<file path="src/rtl/pcc_pkg.sv">
package pcc_pkg;

    // Action applied to the saved-PC chain in one cycle
    typedef enum logic [1:0] {
        CH_HOLD  = 2'd0,   // keep all entries
        CH_SHIFT = 2'd1,   // move toward entry 0, new fetch PC into the top
        CH_POP   = 2'd2    // move toward entry 0, top entry cleared
    } chain_op_e;

endpackage

</file>
<file path="src/rtl/pcc_chain.sv">
module pcc_chain
    import pcc_pkg::*;
#(
    parameter int PC_W  = 32,
    parameter int DEPTH = 3
) (
    input  logic                        clk,
    input  logic                        rst_n,
    input  chain_op_e                   op,
    input  logic [PC_W-1:0]             fill_pc,
    output logic [PC_W-1:0]             head_pc,
    output logic [DEPTH-1:0][PC_W-1:0]  entries
);

    localparam int TOP = DEPTH - 1;

    typedef struct packed {
        logic [DEPTH-1:0][PC_W-1:0] ent;
    } chain_t;

    chain_t st_d, st_q;

    always_comb begin
        st_d = st_q;
        if (op != CH_HOLD) begin
            for (int i = 0; i < TOP; i++) begin
                st_d.ent[i] = st_q.ent[i+1];
            end
            st_d.ent[TOP] = (op == CH_SHIFT) ? fill_pc : '0;
        end
    end

    always_ff @(posedge clk) begin
        if (!rst_n) begin
            st_q <= '0;
        end else begin
            st_q <= st_d;
        end
    end

    assign head_pc = st_q.ent[0];
    assign entries = st_q.ent;

endmodule

</file>
<file path="src/rtl/pcc_ctrl.sv">
module pcc_ctrl
    import pcc_pkg::*;
#(
    parameter int DEPTH = 3,
    localparam int CNT_W = $clog2(DEPTH + 1)
) (
    input  logic             clk,
    input  logic             rst_n,
    input  logic             pipe_adv,
    input  logic             irq_req,
    input  logic             jmp_restore,
    input  logic             jmp_chain,
    output chain_op_e        op,
    output logic             pop_fire,
    output logic             exc_flag,
    output logic [CNT_W-1:0] pend
);

    typedef struct packed {
        logic             exc;
        logic [CNT_W-1:0] pend;
    } ctrl_t;

    ctrl_t st_d, st_q;

    always_comb begin
        st_d     = st_q;
        op       = CH_HOLD;
        pop_fire = 1'b0;
        if (st_q.exc) begin
            // frozen: only the restoring jump can act
            if (jmp_restore) begin
                op       = CH_POP;
                pop_fire = 1'b1;
                st_d.exc = 1'b0;
                st_d.pend = CNT_W'(DEPTH - 1);
            end
        end else if (st_q.pend != '0) begin
            // replay in progress: chain jumps drain, everything else waits
            if (jmp_chain) begin
                op        = CH_POP;
                pop_fire  = 1'b1;
                st_d.pend = st_q.pend - 1'b1;
            end
        end else begin
            // live chain: interrupt outranks advance
            if (irq_req) begin
                st_d.exc = 1'b1;
            end else if (pipe_adv) begin
                op = CH_SHIFT;
            end
        end
    end

    always_ff @(posedge clk) begin
        if (!rst_n) begin
            st_q <= '0;
        end else begin
            st_q <= st_d;
        end
    end

    assign exc_flag = st_q.exc;
    assign pend     = st_q.pend;

endmodule

</file>
<file path="src/rtl/pcc_unit.sv">
module pcc_unit
    import pcc_pkg::*;
#(
    parameter int PC_W  = 32,
    parameter int DEPTH = 3
) (
    input  logic            clk,
    input  logic            rst_n,
    input  logic [PC_W-1:0] fetch_pc,
    input  logic            pipe_adv,
    input  logic            irq_req,
    input  logic            jmp_restore,
    input  logic            jmp_chain,
    output logic [PC_W-1:0] redir_pc,
    output logic            redir_vld,
    output logic            exc_flag
);

    localparam int CNT_W = $clog2(DEPTH + 1);

    chain_op_e                  op;
    logic                       pop_fire;
    logic [CNT_W-1:0]           pend;
    logic [PC_W-1:0]            head_pc;
    logic [DEPTH-1:0][PC_W-1:0] entries;

    pcc_ctrl #(.DEPTH(DEPTH)) u_ctrl (
        .clk        (clk),
        .rst_n      (rst_n),
        .pipe_adv   (pipe_adv),
        .irq_req    (irq_req),
        .jmp_restore(jmp_restore),
        .jmp_chain  (jmp_chain),
        .op         (op),
        .pop_fire   (pop_fire),
        .exc_flag   (exc_flag),
        .pend       (pend)
    );

    pcc_chain #(.PC_W(PC_W), .DEPTH(DEPTH)) u_chain (
        .clk     (clk),
        .rst_n   (rst_n),
        .op      (op),
        .fill_pc (fetch_pc),
        .head_pc (head_pc),
        .entries (entries)
    );

    typedef struct packed {
        logic            vld;
        logic [PC_W-1:0] pc;
    } redir_t;

    redir_t rd_d, rd_q;

    always_comb begin
        rd_d     = rd_q;
        rd_d.vld = pop_fire;
        if (pop_fire) begin
            rd_d.pc = head_pc;
        end
    end

    always_ff @(posedge clk) begin
        if (!rst_n) begin
            rd_q <= '0;
        end else begin
            rd_q <= rd_d;
        end
    end

    assign redir_pc  = rd_q.pc;
    assign redir_vld = rd_q.vld;

endmodule

</file>
<file path="config.mk">
export PLATFORM = sky130hd
export DESIGN_NAME = pcc_unit
export DESIGN_NICKNAME = d
export VERILOG_FILES = /design/src/rtl/pcc_pkg.sv /design/src/rtl/pcc_chain.sv /design/src/rtl/pcc_ctrl.sv /design/src/rtl/pcc_unit.sv
export SDC_FILE = /design/constraint.sdc
export NUM_CORES = 1
export LEC_CHECK = 0
export ABC_AREA = 1
export ABC_CLOCK_PERIOD_IN_PS = 4400
export CORE_MARGIN = 1.5
export CORE_UTILIZATION = 30
export DETAILED_ROUTE_END_ITERATION = 12
export DONT_BUFFER_PORTS = 1
export SLEW_MARGIN = 20
export SYNTH_ARGS = -nofsm -noshare
export SYNTH_HDL_FRONTEND = slang
export SYNTH_SLANG_ARGS = --single-unit
export TNS_END_PERCENT = 5
</file>
<file path="constraint.sdc">
create_clock -name clk -period 4.4 [get_ports clk]
set_input_delay 0.44 -clock clk [delete_from_list [all_inputs] [get_ports clk]]
set_output_delay 0.44 -clock clk [all_outputs]
set_load 0.02 [all_outputs]
</file>
==> results.cfg <==
[outcome]
status = completed

[critical_path]
required_ps = 4710
path_max_fanout = 114
worst-path-buf-inv = 3
crit_slowest_cell = buf_4
crit_chain = inv_1, ha_1, nand2_1, nand3_4, buf_4, buf_4, nand3_1, a21oi_1
path_common_cell = buf_4
arrival_ps = 3140
critical-path-top-delay-family = buffers and inverters
critical_path.max_stage_delay_ps = 920
endpoint_kind = flop
start_kind = flop
critical_path_class = reg2reg

[power_and_ir_drop]
ir_worst_vdd_uv = 308
leakagePower_uw = 0.00250
pwr_density_cell_mw_per_mm2 = 640

[synthesis]
yosysTopAreaCell = dfxtp_1
ys_ff_latch = 132
yosysSeqAreaShare_pct = 49.7
ys.warnings.count = 0
synth_area_leaders = dfxtp_1 (50%), a21oi_1 (9.3%), nor2_1 (9.2%)
avgSynthCellArea_um2 = 7.31
ys_types = 18
synthCells = 728
synth_fp_nets = 767
synth_area_mm2 = 0.00532
synthDominantCellAreaShare_pct = 49.7

[clock_network]
cts_sinks = 132
ctsResizeCount = 0
htree_num_levels = 4
hold_buffers = 0
cts-root-buf = clkbuf_16
numCtsBuffers = 17
clkLatencyLatePin_ps = 410
cts_tree = built
clkTransAtPathRegs_ps = 60
clockBufferDepth = 2
post_cts_buffers = 0

[timing]
setup_violations = 0
maxSlewViolCount = 0
fmax_ghz = 0.354
period_minus_slack_ps = 2830
fin_tns_setup_ps = 0
rsz0062_at_grt = no
worst_pin_slew_ps = 1060
finalClockSkew_ps = 6.27
min_period_over_period_pct = 64.3
layout_setup_ws_ps = 1570
hold_violations = 0
max_slew_margin_pct = 29.1

[floorplanning]
fp.dieArea_mm2 = 0.0185
dieHeight_um = 136
core_mm2 = 0.0173
floorplan.initialDensity_pct = 30.8
io_pins = 72
die_w_um = 136
placementRows = 48

[global_route]
antenna_found_initial = 0
gr-usage-all-layers_pct = 12.3
overflow = 0
grt_pass1_wl_mm = 18.0
grt_pass1_vias = 3388
grt_max_degree = 115

[worst_hold_path]
hold_class = in2reg

[final_layout]
final_layout_size_suffix_gt1_share_pct = 5.67
syn_to_final_growth_pct = 10.8
final_nets = 732
regArea_mm2 = 0.00264
stdcell_area_mm2 = 0.00589
num-fill-cells = 1844
multi_input_area_mm2 = 0.00207
num_antenna_cells = 0

[place]
hpwl_mm = 6.63
dpl_cell_area_mm2 = 0.00530
gp_congestion = 0.665
dp_slack_ps = 1610
portBuffers = 0

[routing]
drt_wl_total_mm = 11.1
first_pass_iters = 4
avgViaCountPerCell = 4.31
wl_per_cell_um = 11.9
drtIter0Drc = 335
drcViolationCount = 0
vias = 4010
antenna_left = 0

[job]
drv_cap = 0
[metal layers]
metal | track usage [%] | wire (um)
met4 | 4.61 | 149
met2 | 13.4 | 3920
met3 | 7.49 | 1170
met1 | 18.3 | 5830
met5 | 0 | 0
[sequential cells by signal (all words and copies together), names as in the netlist]
register and count:
redir_vld 1, u_chain.head_pc 32, redir_pc 32, u_chain.entries 64, u_ctrl.exc_flag 1, u_ctrl.pend 2
[logic make-up (layout without fill, tap and decap cells)]
| family | Yosys count | in the layout | synth area share [%] |
|---|---|---|---|
| adders and majority gates | 1 | 1 | 0.235 |
| buffers and inverters | 131 | 109 | 11.6 |
| DFF | 132 | 132 | 49.7 |
| and+or+nand+nor | 332 | 332 | 26.1 |
| AOI/OAI and AO/OA | 132 | 132 | 12.4 |
[final cells by class]
type                       instances  area share (%)
timing repair buffer               4           0.509
sequential                       132            44.8
tap                              225            4.78
clock inverter                     9            1.70
multi-input combinational        465            35.1
inverter                          73            4.65
clock buffer                      23            8.45
[where the power goes]
| group | switching [uW] | total, uW | internal [uW] |
|---|---|---|---|
| combinational | 470 | 743 | 273 |
| sequential | 203 | 1620 | 1420 |
| clock | 500 | 1400 | 904 |
[per-stage QoR]
stage	util (%)	hold slack (ps)	total power [uW]	cells
final	34.1	157	3770	931
after global placement	30.6	418	2390	899
after floorplan	-	403	2320	728
after global routing	34.1	144	4020	931
after CTS	34.1	149	3810	931
after detailed placement	30.6	418	2400	899
[Yosys cell counts]
| library cell | n |
|---|---|
| a21oi_1 | 99 |
| buf_1 | 3 |
| buf_2 | 19 |
| buf_4 | 11 |
| buf_6 | 8 |
| clkbuf_1 | 17 |
| clkinv_1 | 1 |
| dfxtp_1 | 132 |
| ha_1 | 1 |
| inv_1 | 69 |
| inv_2 | 3 |
| nand2_1 | 102 |
| nand3_1 | 97 |
| nand3_2 | 1 |
| nand3_4 | 1 |
| nor2_1 | 131 |
| o21ai_0 | 31 |
| o21ai_1 | 2 |
[cell usage in the layout (no fill, tap or decap)]
cell type,count
clkinv_2,5
a21oi_1,99
bufinv_16,2
clkbuf_8,5
nand2_1,102
clkbuf_16,17
clkbuf_1,1
o21ai_1,2
inv_2,3
o21ai_0,31
clkinv_1,1
nand3_1,97
dfxtp_1,132
ha_1,1
clkinvlp_4,2
inv_1,69
nand3_4,2
nor2_1,131
buf_4,4
[path summary, 6_finish.rpt]
check	startpoint	end	slack [ps]	cells after the start
setup / recovery	u_ctrl.pend[0]	u_chain.entries[93]	1570	8
hold / removal	rst_n	u_chain.head_pc[9]	160	2
setup reg to reg	u_ctrl.pend[0]	u_chain.entries[93]	1570	8
hold reg to reg	u_ctrl.pend[0]	u_ctrl.pend[0]	420	1
[worst register-to-register path, delay by kind of cell, from the launching register on]
| family | cells | cell delay, ps |
|---|---|---|
| simple gates | 3 | 430 |
| fa+ha+maj | 1 | 250 |
| buf+inv | 3 | 1580 |
| flops | 1 | 300 |
| compound gates | 1 | 170 |
No activity file was read; power rests on OpenSTA's default activity.
